--- src/rtl/cpu_seq_pkg.sv ---
package cpu_seq_pkg;

   // Smallest opcode field that holds the fixed non-ALU sub-codes.
   localparam int unsigned MIN_OPC_W = 4;

   // Sub-codes carried in the low three opcode bits when the opcode MSB is set.
   localparam logic [2:0] SUB_LOAD  = 3'd0;
   localparam logic [2:0] SUB_STORE = 3'd1;
   localparam logic [2:0] SUB_IN    = 3'd2;
   localparam logic [2:0] SUB_OUT   = 3'd3;
   localparam logic [2:0] SUB_HALT  = 3'd7;

   typedef enum logic [2:0] {
      ST_RUN,
      ST_LD_WAIT,
      ST_OUT_WAIT,
      ST_IN_WAIT,
      ST_HALT
   } seq_state_e;

   typedef enum logic [2:0] {
      IC_ALU,
      IC_LOAD,
      IC_STORE,
      IC_IN,
      IC_OUT,
      IC_HALT,
      IC_NOP
   } inst_class_e;

   typedef enum logic [1:0] {
      PC_NEXT = 2'b00,
      PC_HOLD = 2'b01,
      PC_ZERO = 2'b10
   } pc_sel_e;

   typedef enum logic [1:0] {
      RS_ALU = 2'b00,
      RS_MEM = 2'b01,
      RS_IO  = 2'b10
   } rf_src_e;

endpackage

--- src/rtl/cpu_seq_decode.sv ---
module cpu_seq_decode
   import cpu_seq_pkg::*;
#(
   parameter int unsigned INST_W = 16,
   parameter int unsigned OPC_W  = 4
) (
   input  logic [INST_W-1:0] inst,
   output inst_class_e       cls,
   output logic [OPC_W-2:0]  alu_fn
);
   localparam int unsigned OPC_LSB = INST_W - OPC_W;
   localparam int unsigned FN_W    = OPC_W - 1;

   logic [OPC_W-1:0] opc;
   logic             ext_ok;
   logic             unused_operand;

   assign opc            = inst[INST_W-1:OPC_LSB];
   assign unused_operand = ^inst[OPC_LSB-1:0];

   // Wider opcode fields reserve the bits above the sub-code; they must be zero.
   generate
      if (OPC_W == MIN_OPC_W) begin : g_narrow_opc
         assign ext_ok = 1'b1;
      end else begin : g_wide_opc
         assign ext_ok = (opc[OPC_W-2:3] == '0);
      end
   endgenerate

   always_comb begin
      cls    = IC_NOP;
      alu_fn = '0;
      if (!opc[OPC_W-1]) begin
         cls    = IC_ALU;
         alu_fn = opc[FN_W-1:0];
      end else if (ext_ok) begin
         case (opc[2:0])
            SUB_LOAD:  cls = IC_LOAD;
            SUB_STORE: cls = IC_STORE;
            SUB_IN:    cls = IC_IN;
            SUB_OUT:   cls = IC_OUT;
            SUB_HALT:  cls = IC_HALT;
            default:   cls = IC_NOP;
         endcase
      end
   end

endmodule

--- src/rtl/cpu_seq_fsm.sv ---
module cpu_seq_fsm
   import cpu_seq_pkg::*;
(
   input  logic        clk,
   input  logic        rst_n,
   input  inst_class_e cls,
   input  logic        in_ack,
   input  logic        out_ack,
   output seq_state_e  state
);
   seq_state_e state_nxt;

   always_comb begin
      state_nxt = state;
      case (state)
         ST_RUN: begin
            case (cls)
               IC_LOAD: state_nxt = ST_LD_WAIT;
               IC_IN:   state_nxt = ST_IN_WAIT;
               IC_OUT:  state_nxt = ST_OUT_WAIT;
               IC_HALT: state_nxt = ST_HALT;
               default: state_nxt = ST_RUN;
            endcase
         end
         ST_LD_WAIT:  state_nxt = ST_RUN;
         ST_OUT_WAIT: if (out_ack) state_nxt = ST_RUN;
         ST_IN_WAIT:  if (in_ack)  state_nxt = ST_RUN;
         ST_HALT:     state_nxt = ST_HALT;
         default:     state_nxt = ST_RUN;
      endcase
   end

   always_ff @(posedge clk or negedge rst_n) begin
      if (!rst_n) state <= ST_RUN;
      else        state <= state_nxt;
   end

endmodule

--- src/rtl/cpu_seq_outgen.sv ---
module cpu_seq_outgen
   import cpu_seq_pkg::*;
#(
   parameter int unsigned OPC_W = 4
) (
   input  logic             rst_n,
   input  seq_state_e       state,
   input  inst_class_e      cls,
   input  logic [OPC_W-2:0] alu_fn,
   input  logic             in_ack,
   input  logic             out_ack,
   output pc_sel_e          pc_sel,
   output logic             dmem_req,
   output logic             dmem_we,
   output rf_src_e          rf_src,
   output logic             rf_we,
   output logic [OPC_W-2:0] alu_op,
   output logic             in_req,
   output logic             out_req
);
   always_comb begin
      pc_sel   = PC_NEXT;
      dmem_req = 1'b0;
      dmem_we  = 1'b0;
      rf_src   = RS_ALU;
      rf_we    = 1'b0;
      alu_op   = '0;
      in_req   = 1'b0;
      out_req  = 1'b0;
      if (!rst_n) begin
         pc_sel = PC_ZERO;
      end else begin
         case (state)
            ST_RUN: begin
               case (cls)
                  IC_ALU: begin
                     rf_we  = 1'b1;
                     alu_op = alu_fn;
                  end
                  IC_LOAD: begin
                     dmem_req = 1'b1;
                     pc_sel   = PC_HOLD;
                  end
                  IC_STORE: begin
                     dmem_req = 1'b1;
                     dmem_we  = 1'b1;
                  end
                  IC_IN: begin
                     in_req = 1'b1;
                     pc_sel = PC_HOLD;
                  end
                  IC_OUT: begin
                     out_req = 1'b1;
                     pc_sel  = PC_HOLD;
                  end
                  IC_HALT: pc_sel = PC_HOLD;
                  default: pc_sel = PC_NEXT;
               endcase
            end
            ST_LD_WAIT: begin
               rf_src = RS_MEM;
               rf_we  = 1'b1;
            end
            ST_OUT_WAIT: begin
               if (!out_ack) pc_sel = PC_HOLD;
            end
            ST_IN_WAIT: begin
               if (in_ack) begin
                  rf_src = RS_IO;
                  rf_we  = 1'b1;
               end else begin
                  pc_sel = PC_HOLD;
               end
            end
            default: pc_sel = PC_HOLD;
         endcase
      end
   end

endmodule

--- src/rtl/cpu_seq_ctrl.sv ---
module cpu_seq_ctrl
   import cpu_seq_pkg::*;
#(
   parameter int unsigned INST_W = 16,
   parameter int unsigned OPC_W  = 4
) (
   input  logic              clk,
   input  logic              rst_n,
   input  logic [INST_W-1:0] inst,
   output logic [1:0]        pc_sel,
   output logic              dmem_req,
   output logic              dmem_we,
   output logic [1:0]        rf_src,
   output logic              rf_we,
   output logic [OPC_W-2:0]  alu_op,
   input  logic              in_ack,
   input  logic              out_ack,
   output logic              in_req,
   output logic              out_req
);
   generate
      if (OPC_W < MIN_OPC_W) begin : g_bad_opc_w
         $error("cpu_seq_ctrl: OPC_W must be at least 4");
      end
      if (OPC_W >= INST_W) begin : g_bad_inst_w
         $error("cpu_seq_ctrl: INST_W must exceed OPC_W");
      end
   endgenerate

   inst_class_e      cls;
   logic [OPC_W-2:0] alu_fn;
   seq_state_e       state;
   pc_sel_e          pc_sel_w;
   rf_src_e          rf_src_w;

   cpu_seq_decode #(.INST_W(INST_W), .OPC_W(OPC_W)) u_dec (
      .inst   (inst),
      .cls    (cls),
      .alu_fn (alu_fn)
   );

   cpu_seq_fsm u_fsm (
      .clk     (clk),
      .rst_n   (rst_n),
      .cls     (cls),
      .in_ack  (in_ack),
      .out_ack (out_ack),
      .state   (state)
   );

   cpu_seq_outgen #(.OPC_W(OPC_W)) u_out (
      .rst_n    (rst_n),
      .state    (state),
      .cls      (cls),
      .alu_fn   (alu_fn),
      .in_ack   (in_ack),
      .out_ack  (out_ack),
      .pc_sel   (pc_sel_w),
      .dmem_req (dmem_req),
      .dmem_we  (dmem_we),
      .rf_src   (rf_src_w),
      .rf_we    (rf_we),
      .alu_op   (alu_op),
      .in_req   (in_req),
      .out_req  (out_req)
   );

   assign pc_sel = pc_sel_w;
   assign rf_src = rf_src_w;

endmodule

--- config.mk ---
export PLATFORM = sky130hd
export DESIGN_NAME = cpu_seq_ctrl
export DESIGN_NICKNAME = d
export VERILOG_FILES = /design/src/rtl/cpu_seq_pkg.sv /design/src/rtl/cpu_seq_decode.sv /design/src/rtl/cpu_seq_fsm.sv /design/src/rtl/cpu_seq_outgen.sv /design/src/rtl/cpu_seq_ctrl.sv
export SDC_FILE = /design/constraint.sdc
export NUM_CORES = 1
export LEC_CHECK = 0
export BUFFER_PORTS_ARGS = -buffer_cell sky130_fd_sc_hd__buf_2
export CAP_MARGIN = 20
export CORE_MARGIN = 2
export CORE_UTILIZATION = 24
export DETAILED_ROUTE_END_ITERATION = 10
export PLACE_DENSITY = 0.65
export RECOVER_POWER = 25
export SLEW_MARGIN = 30
export SYNTH_ARGS = -nofsm -noshare
export SYNTH_HDL_FRONTEND = slang
export SYNTH_SLANG_ARGS = --single-unit
--- constraint.sdc ---
create_clock -name clk -period 2.68 [get_ports clk]
set_clock_uncertainty 0.15 [all_clocks]
set_input_delay 0.134 -clock clk [delete_from_list [all_inputs] [get_ports clk]]
set_output_delay 0.134 -clock clk [all_outputs]
set_load 0.005 [all_outputs]
==> results of run 1 <==
[through the flow]
stage	total power, W	instance area (sq um)	setup WS, ps	util
2_1_floorplan	0.0001005	317.8	1318	-
3_3_place_gp	0.0001238	415.4	1136	0.3274
3_5_place_dp	0.0001246	415.4	1139	0.3274
4_1_cts	0.0002075	451.7	866.7	0.3560
5_1_grt	0.0002225	450.4	525.8	0.3550
6_report	0.0002040	450.4	720.9	0.3550
[layout make-up]
cell class | instances | share of cell area
clock buffers | 4 | 0.05833
inverters | 1 | 0.008333
multi-input cells | 33 | 0.4944
flip-flops and latches | 3 | 0.1667
well taps | 15 | 0.04167
repair buffers | 20 | 0.2306
[worst min-delay path: stages]
cell and delay, ps:
buf_2 110, nand3b_1 110, a21oi_1 60
[cell families (layout without fill, tap and decap cells)]
logic type	count (synthesis)	count (layout)	share of synthesized area
compound gates	6	6	0.1299
buf+inv	3	25	0.06296
flops	3	3	0.2362
mux	1	1	0.03150
simple gates	26	26	0.5394
[where the power goes]
| part | switching, W | leakage (nW) | internal [W] |
|---|---|---|---|
| logic | 0.0000283 | 0.170 | 0.0000312 |
| registers | 0.0000141 | 0.0402 | 0.0000517 |
| clock network | 0.0000229 | 0.0150 | 0.0000558 |
| total | 0.0000654 | 0.225 | 0.000139 |
[cell usage in the layout, fill, tap and decap left out]
cell	instances
and3_1	1
dlygate4sd3_1	1
mux2i_1	1
inv_1	1
nor3b_1	1
dfrtp_1	3
nand2_1	2
nand3b_1	1
nor3_1	2
nor2_1	7
a41oi_1	1
buf_2	18
nand3_1	1
nor4_1	1
o21ai_0	1
nor3b_2	1
nand2b_2	2
a221o_1	1
and2_1	3
clkbuf_4	3
clkbuf_1	2
nor3_2	1
nand2b_1	2
nor4b_4	1
a21oi_1	2
a22oi_1	1
[synthesized netlist by cell type, types with 2 or more instances]
cell type and instances:
a21oi_1 2, and2_1 3, dfrtp_1 3, nand2_1 2
nand2b_1 2, nand2b_2 2, nor2_1 7, nor3_1 2
[layer usage]
metal | track usage | wire length, microns | vias to the layer above
li1 | - | - | 182
met4 | 0.05000 | 0 | 0
met5 | 0 | 0 | -
met1 | 0.1589 | 386 | 143
met3 | 0.01667 | 61 | 0
met2 | 0.1349 | 330 | 14
[worst paths after layout]
kind                                   to  cells past startpoint  slack (ps)
setup / recovery                alu_op[1]                      6         720
hold / removal             u_fsm.state[0]                      3          80
setup reg to reg           u_fsm.state[0]                      3        1390
hold reg to reg            u_fsm.state[0]                      1         370
max in group asynchronous  u_fsm.state[2]                      2        1960
min in group asynchronous  u_fsm.state[1]                      2         170
[timing repair]
item,CTS,global route
hold buffers,1,0
hold endpoints to repair,3,0
gates resized for setup,0,0
==> results_dict.tcl, run 1 <==
set metrics [dict create \
    status "finished clean" \
    grt_max_degree 12 \
    cts_sinks 3 \
    min_period_over_period 0.7310 \
    cts_buffers 3 \
    ys_seq_area_frac 0.2362 \
    grt_first_pass_wirelength_mm 1.145 \
    initial_core_util 0.2505 \
    wl_microns 778 \
    max-vdd-ir-drop_uv 121.4 \
    insertion_delay_ps 230 \
    gp_congestion 0.7195 \
    crit_buf_inv 3 \
    cts_buffer_depth 2 \
    critPathCaptureType "output pin" \
    seq_area_sq_um 75.07 \
    required_ps 2400 \
    cts-root-buf "clkbuf_4" \
    yosys_register_bits 3 \
    crit_start "rst_n" \
    stdcell_count 76 \
    die_x_microns 40.39 \
    multi_input_area_sq_um 222.7 \
    postCtsSetupRepairBufs 0 \
    antenna_found_initial 0 \
    antenna_left 0 \
    area_growth_pct 41.73 \
    synth.top_cell.area_share 0.2362 \
    reg2reg_from "u_fsm.state[0]" \
    max_freq_mhz 510.4 \
    ys_async_sr_fraction 1.000 \
    max_stage_delay_ps 520 \
    hpwl_microns 569.9 \
    setup_viol 0 \
    io_pins 32 \
    dr.pass1.iters 2 \
    fp.dieH_microns 40.39 \
    grt_pass1_vias 263 \
    syn_area_sq_um 317.8 \
    synth_nets 59 \
    track_usage 0.1036 \
    largest-register "u_fsm.state" \
    portBuffers 19 \
    largest_reg_flops 3 \
    synth.area.top_cells "dfrtp_1 24%, nor2_1 8.3%, nor4b_4 7.5%, and2_1 5.9%, nand2b_2 5.5%" \
    drc 0 \
    min_from "in_ack" \
    post-route-min-period_ps 1959 \
    num_vias 339 \
    slew_viol_final 0 \
    syn_avg_cell_area_sq_um 8.149 \
    synth_enable_flop_cells 0 \
    finalHoldViolCount 0 \
    wl_per_cell_microns 10.24 \
    reg_top3 "u_fsm.state: 3 flops" \
    synth_ff_type "dfrtp_1" \
    cts_tree "done" \
    die-area_sq_mm 0.001631 \
    slowest_stage "dlygate4sd3_1" \
    diodes 0 \
    placementRows 13 \
    ys_warn_count 0 \
    tns_ps 0 \
    postSynthCellCount 39 \
    worst_slew_pin_slew_ps 383.1 \
    synth.distinct_cells 24 \
    nets 82 \
    htreeDepth 1 \
    hold_class "in -> reg" \
    core_area_sq_mm 0.001269 \
    critical_path_class "in -> out" \
    grt-ovfl-total 0 \
    critPathArrivalTime_ps 1680 \
    maxCapViolations 0 \
    drive_above_1_share 0.4262 \
    drt_iter0_drc 10 \
    cts.clk_slew.worst_paths_ps 40 \
    slew_headroom 0.7446 \
    dp_cells 71 \
    startpoint_type "input port" \
    vias_per_cell 4.461 \
    path_cells "dlygate4sd3_1 -> clkbuf_1 -> nand2b_2 -> nor4_1 -> and2_1 -> buf_2" \
    p_leak_nw 0.2249 \
    crit_fanout 8 \
    cp_top_family "buffers and inverters" \
    nFillCells 146 \
    rsz0062_at_grt "false" \
    worst_hold_slack_ps 75.76 \
    cellPowerDensity_mw_per_mm2 452.9 \
    synth.largest_area_cell "dfrtp_1" \
]
(Power assumes the default switching activity.)
==> run 2: changes to the inputs <==
clock period = 1.95 ns   (was 2.68 ns; I/O delays follow)
==> run 2 against run 1 <==
  * Non-clock buffer count unchanged
  * Critical endpoint is now dmem_we
  * Utilization is 0.099 points higher
  * Routed wire length is 0.13% higher
  * Die area stayed put
  * Sequential share of layout area barely moved
  * Critical path depth fell by 2
  * Combinational power up 38%
==> results_dict.tcl, run 2 (same netlist as run 1, synthesis figures left out) <==
set metrics [dict create \
    cts_buffer_depth 2 \
    path_cells "nor4b_4 -> nand2b_2 -> nor3b_2 -> buf_2" \
    post-route-min-period_ps 1751 \
    vias_per_cell 4.461 \
    met1_usage 0.1589 \
    maxCapViolations 0 \
    finalHoldViolCount 0 \
    reg_top3 "u_fsm.state: 3 flops" \
    grt_first_pass_wirelength_mm 1.145 \
    max_stage_delay_ps 490 \
    min_period_over_period 0.8979 \
    p_seq_frac 0.322 \
    grt_max_degree 12 \
    dr.pass1.iters 2 \
    startpoint_type "flop" \
    grt-ovfl-total 0 \
    crit_buf_inv 1 \
    wl_per_cell_microns 10.25 \
    required_ps 1700 \
    final_common_cell "buf_2" \
    combinationalPowerShare 0.293 \
    initial_core_util 0.2505 \
    insertion_delay_ps 230 \
    p_sw_frac 0.3200 \
    cellPowerDensity_mw_per_mm2 621.4 \
    nets 82 \
    power_frac_clock 0.385 \
    setup_slack_ps 199.2 \
    grt_pass1_vias 263 \
    cts_sinks 3 \
    grt_util_met3 0.01667 \
    postCtsSetupRepairBufs 0 \
    critPathArrivalTime_ps 1500 \
    setup_viol 0 \
    slew_headroom 0.7446 \
    largest_reg_flops 3 \
    htreeDepth 1 \
    slowest_stage "dfrtp_1" \
    critical_path_class "reg -> out" \
    area_growth_pct 42.13 \
    rsz0062_at_grt "false" \
    drive_above_1_share 0.4426 \
    cts_tree "done" \
    max_freq_mhz 571.2 \
    crit_fanout 9 \
    die_x_microns 40.39 \
    die-area_sq_mm 0.001631 \
    cts_buffers 3 \
    portBuffers 19 \
    tns_ps 0 \
    antenna_left 0 \
    status "finished clean" \
    final_cell_mix "19 x buf_2, 7 x nor2_1, 3 x and2_1, 3 x clkbuf_4, 3 x dfrtp_1" \
    hold_class "in -> reg" \
    antenna_found_initial 0 \
    p_leak_nw 0.2276 \
    io_pins 32 \
    slew_viol_final 0 \
    largest-register "u_fsm.state" \
    p_int_w 0.0001909 \
    drc 0 \
    p_total_w 0.0002807 \
    max-vdd-ir-drop_uv 166.9 \
    wl_microns 779 \
    drt_iter0_drc 10 \
    hpwl_microns 569.9 \
    track_usage 0.1036 \
    fp.dieH_microns 40.39 \
    gp_congestion 0.7195 \
    pre_cts_slack_ps 445.2 \
    diodes 0 \
    globalRoute.busiestLayer "met1" \
    critPathCaptureType "output pin" \
    placementRows 13 \
    cts.clk_slew.worst_paths_ps 40 \
    worst_slew_pin_slew_ps 383.1 \
    p_switching_w 0.00008983 \
    cts-root-buf "clkbuf_4" \
    cp_top_family "simple AND/OR/NAND/NOR gates" \
    core_area_sq_mm 0.001269 \
    num_vias 339 \
    grt_use_met2 0.1349 \
]
## run 2: cell types whose count changed in the layout (fill, tap and decap cells not counted), sizes merged
| cell | previous run | this run |
|---|---|---|
| buf | 18 | 19 |
| clkbuf | 5 | 4 |
## run 2: power groups by stage
stage	combinational (W)	clock, W	sequential [W]
floorplan	0.0000594	0	0.0000788
global placement	0.0000796	0	0.0000905
detailed placement	0.0000806	0	0.0000907
CTS	0.0000829	0.000112	0.0000900
global route	0.0000910	0.000122	0.0000928
finish	0.0000821	0.000108	0.0000904
## run 2: worst reg2reg max path: stages, from the launching register on
cell and delay (ps):
dfrtp_1 490, nor4b_4 360, nand2b_1 90, a21oi_1 130
## run 2: stage by stage
stage / cell area [sq um] / hold WS (ps) / util / cells
finish: 451.7 / 39.30 / 0.3560 / 76
global placement: 415.4 / -221.2 / 0.3274 / 71
floorplan: 317.8 / -348.1 / - / 39
CTS: 451.7 / 25.99 / 0.3560 / 76
global route: 451.7 / 60.00 / 0.3560 / 76
detailed placement: 415.4 / -223.1 / 0.3274 / 71
## run 2: timing repair
action                    4_1_cts  5_1_grt
hold buffers                    1        0
hold endpoints to repair        3        0
gates resized for setup         0        0
## run 2: path summary, 6_finish.rpt
kind	slack (ps)	cells after the start	to	start
worst max register to register	660	3	u_fsm.state[0]	u_fsm.state[0]
max in group asynchronous	1430	2	u_fsm.state[2]	rst_n
worst min-delay path	40	3	u_fsm.state[0]	in_ack
worst min register to register	370	1	u_fsm.state[0]	u_fsm.state[2]
min in group asynchronous	70	2	u_fsm.state[1]	rst_n
worst max-delay path	200	4	dmem_we	u_fsm.state[0]
## run 2: final cells by class
class	instances	area, sq um
Clock buffer	4	26.28
Sequential cell	3	75.07
Fill cell	145	817.0
Timing Repair Buffer	20	105.1
Tap cell	15	18.77
Multi-Input combinational cell	33	222.7
Inverter	1	3.754
## run 2: routing by layer
layer	vias up	wire length, microns
met4	0	0
met5	-	0
met2	14	330
met3	0	61
li1	182	-
met1	143	386
==> run 3: changes to the inputs <==
PLACE_DENSITY = unset   (was 0.65)
PLACE_DENSITY_LB_ADDON = 0.08   (was unset)
==> run 3 against run 2 <==
  * Final area unchanged
  * Fmax decreased by 0.17%
  * Critical path depth did not move
==> results_dict.tcl, run 3 (same netlist as run 1, synthesis figures left out) <==
set metrics [dict create \
    largest_reg_flops 3 \
    tns_ps 0 \
    fp.dieH_microns 40.39 \
    cts_sinks 3 \
    nets 82 \
    post-route-min-period_ps 1754 \
    p_switching_w 0.00009163 \
    vias_per_cell 4.566 \
    p_sw_frac 0.3242 \
    cts-root-buf "clkbuf_4" \
    cts.clk_slew.worst_paths_ps 40 \
    timing.rr.end "u_fsm.state[0]" \
    hold-path-endpoint "u_fsm.state[0]" \
    required_ps 1700 \
    cts_tree "done" \
    initial_core_util 0.2505 \
    grt_max_degree 12 \
    critPathArrivalTime_ps 1510 \
    drt_iter0_drc 2 \
    final_cell_mix "19 x buf_2, 7 x nor2_1, 3 x and2_1, 3 x clkbuf_4, 3 x dfrtp_1" \
    cellPowerDensity_mw_per_mm2 625.7 \
    core_area_sq_mm 0.001269 \
    largest-register "u_fsm.state" \
    num_vias 347 \
    grt-ovfl-total 0 \
    critPathCaptureType "output pin" \
    status "finished clean" \
    antenna_found_initial 0 \
    p_int_w 0.0001910 \
    rsz0062_at_grt "false" \
    wl_per_cell_microns 10.82 \
    max_freq_mhz 570.2 \
    crit_fanout 9 \
    drc 0 \
    setup_viol 0 \
    min_period_over_period 0.8994 \
    hold_depth 3 \
    worst_slew_pin_slew_ps 394.0 \
    max-vdd-ir-drop_uv 142.2 \
    diodes 0 \
    fin_area_sq_um 451.7 \
    gp_congestion 0.6654 \
    power_frac_clock 0.395 \
    die_x_microns 40.39 \
    place_area_sq_um 415.4 \
    ff2ff_path_depth 3 \
    placementRows 13 \
    reg_top3 "u_fsm.state: 3 flops" \
    reg2reg_from "u_fsm.state[0]" \
    critical_path_class "reg -> out" \
    final_common_cell "buf_2" \
    area_growth_pct 42.13 \
    maxCapViolations 0 \
    hpwl_microns 604 \
    nFillCells 138 \
    track_usage 0.1130 \
    insertion_delay_ps 230 \
    grt_first_pass_wirelength_mm 1.269 \
    antenna_left 0 \
    cts_buffers 3 \
    postCtsSetupRepairBufs 0 \
    io_pins 32 \
    dr.pass1.iters 4 \
    slew_viol_final 0 \
    slew_headroom 0.7373 \
    htreeDepth 1 \
    reg2reg_slack_ps 660 \
    cts_buffer_depth 2 \
    drive_above_1_share 0.4426 \
    combinationalPowerShare 0.285 \
    portBuffers 19 \
    min_from "in_ack" \
    grt_pass1_vias 286 \
    hold_class "in -> reg" \
    wl_microns 822 \
    finalHoldViolCount 0 \
    die-area_sq_mm 0.001631 \
    p_leak_nw 0.2276 \
    startpoint_type "flop" \
    p_seq_frac 0.320 \
]
==> run 3: metrics by stage <==
| step | util | power [W] | hold WS (ps) | setup slack [ps] | instances |
|---|---|---|---|---|---|
| 5_1_grt | 0.3560 | 0.0003080 | 56.07 | 59.24 | 76 |
| 3_5_place_dp | 0.3274 | 0.0001712 | -217.5 | 436.4 | 71 |
| 3_3_place_gp | 0.3274 | 0.0001735 | -218.7 | 407.5 | 71 |
| 4_1_cts | 0.3560 | 0.0002857 | 33.69 | 182.2 | 76 |
| 2_1_floorplan | - | 0.0001381 | -348.1 | 624.5 | 39 |
| 6_report | 0.3560 | 0.0002826 | 39.97 | 196.2 | 76 |
==> run 3: worst max path at each step <==
stage	from	to	slack (ps)
6_report	u_fsm.state[0]	in_req	200
5_1_grt	rst_n	alu_op[1]	60
4_1_cts	u_fsm.state[0]	pc_sel[0]	180
3_5_place_dp	u_fsm.state[0]	pc_sel[0]	440
3_3_place_gp	u_fsm.state[0]	pc_sel[0]	410
2_1_floorplan	u_fsm.state[0]	dmem_we	620
==> run 3: final cells by class <==
class	instances	area, sq um	share of cell area
sequential	3	75.07	0.1662
timing repair buffer	20	105.1	0.2327
clock buffer	4	26.28	0.05817
multi-input combinational	33	222.7	0.4931
tap	15	18.77	0.04155
inverter	1	3.754	0.008310
==> run 3: timing repair <==
item	in CTS	in global routing
resized for setup	0	0
hold endpoints to repair	3	0
hold buffers	1	0
==> run 3: worst max-delay path, cell delays in order (launching register included) <==
cell and delay [ps]:
dfrtp_1 490, nor4b_4 360, nand2b_2 140, nor3_2 160
buf_2 130
==> run 3: per-layer routing <==
layer	global-route usage	vias to the layer above	routed length (microns)
li1	-	183	-
met1	0.1780	152	417
met2	0.1429	12	356
met3	0.01667	0	48
met5	0	-	0
met4	0.05000	0	0
==> run 3: power groups by stage <==
stage / Sequential [W] / Combinational, W / Clock [W]
global placement: 0.0000925 / 0.0000810 / 0
global route: 0.0000922 / 0.0000919 / 0.000124
floorplan: 0.0000788 / 0.0000594 / 0
finish: 0.0000904 / 0.0000806 / 0.000112
detailed placement: 0.0000901 / 0.0000811 / 0
CTS: 0.0000903 / 0.0000823 / 0.000113
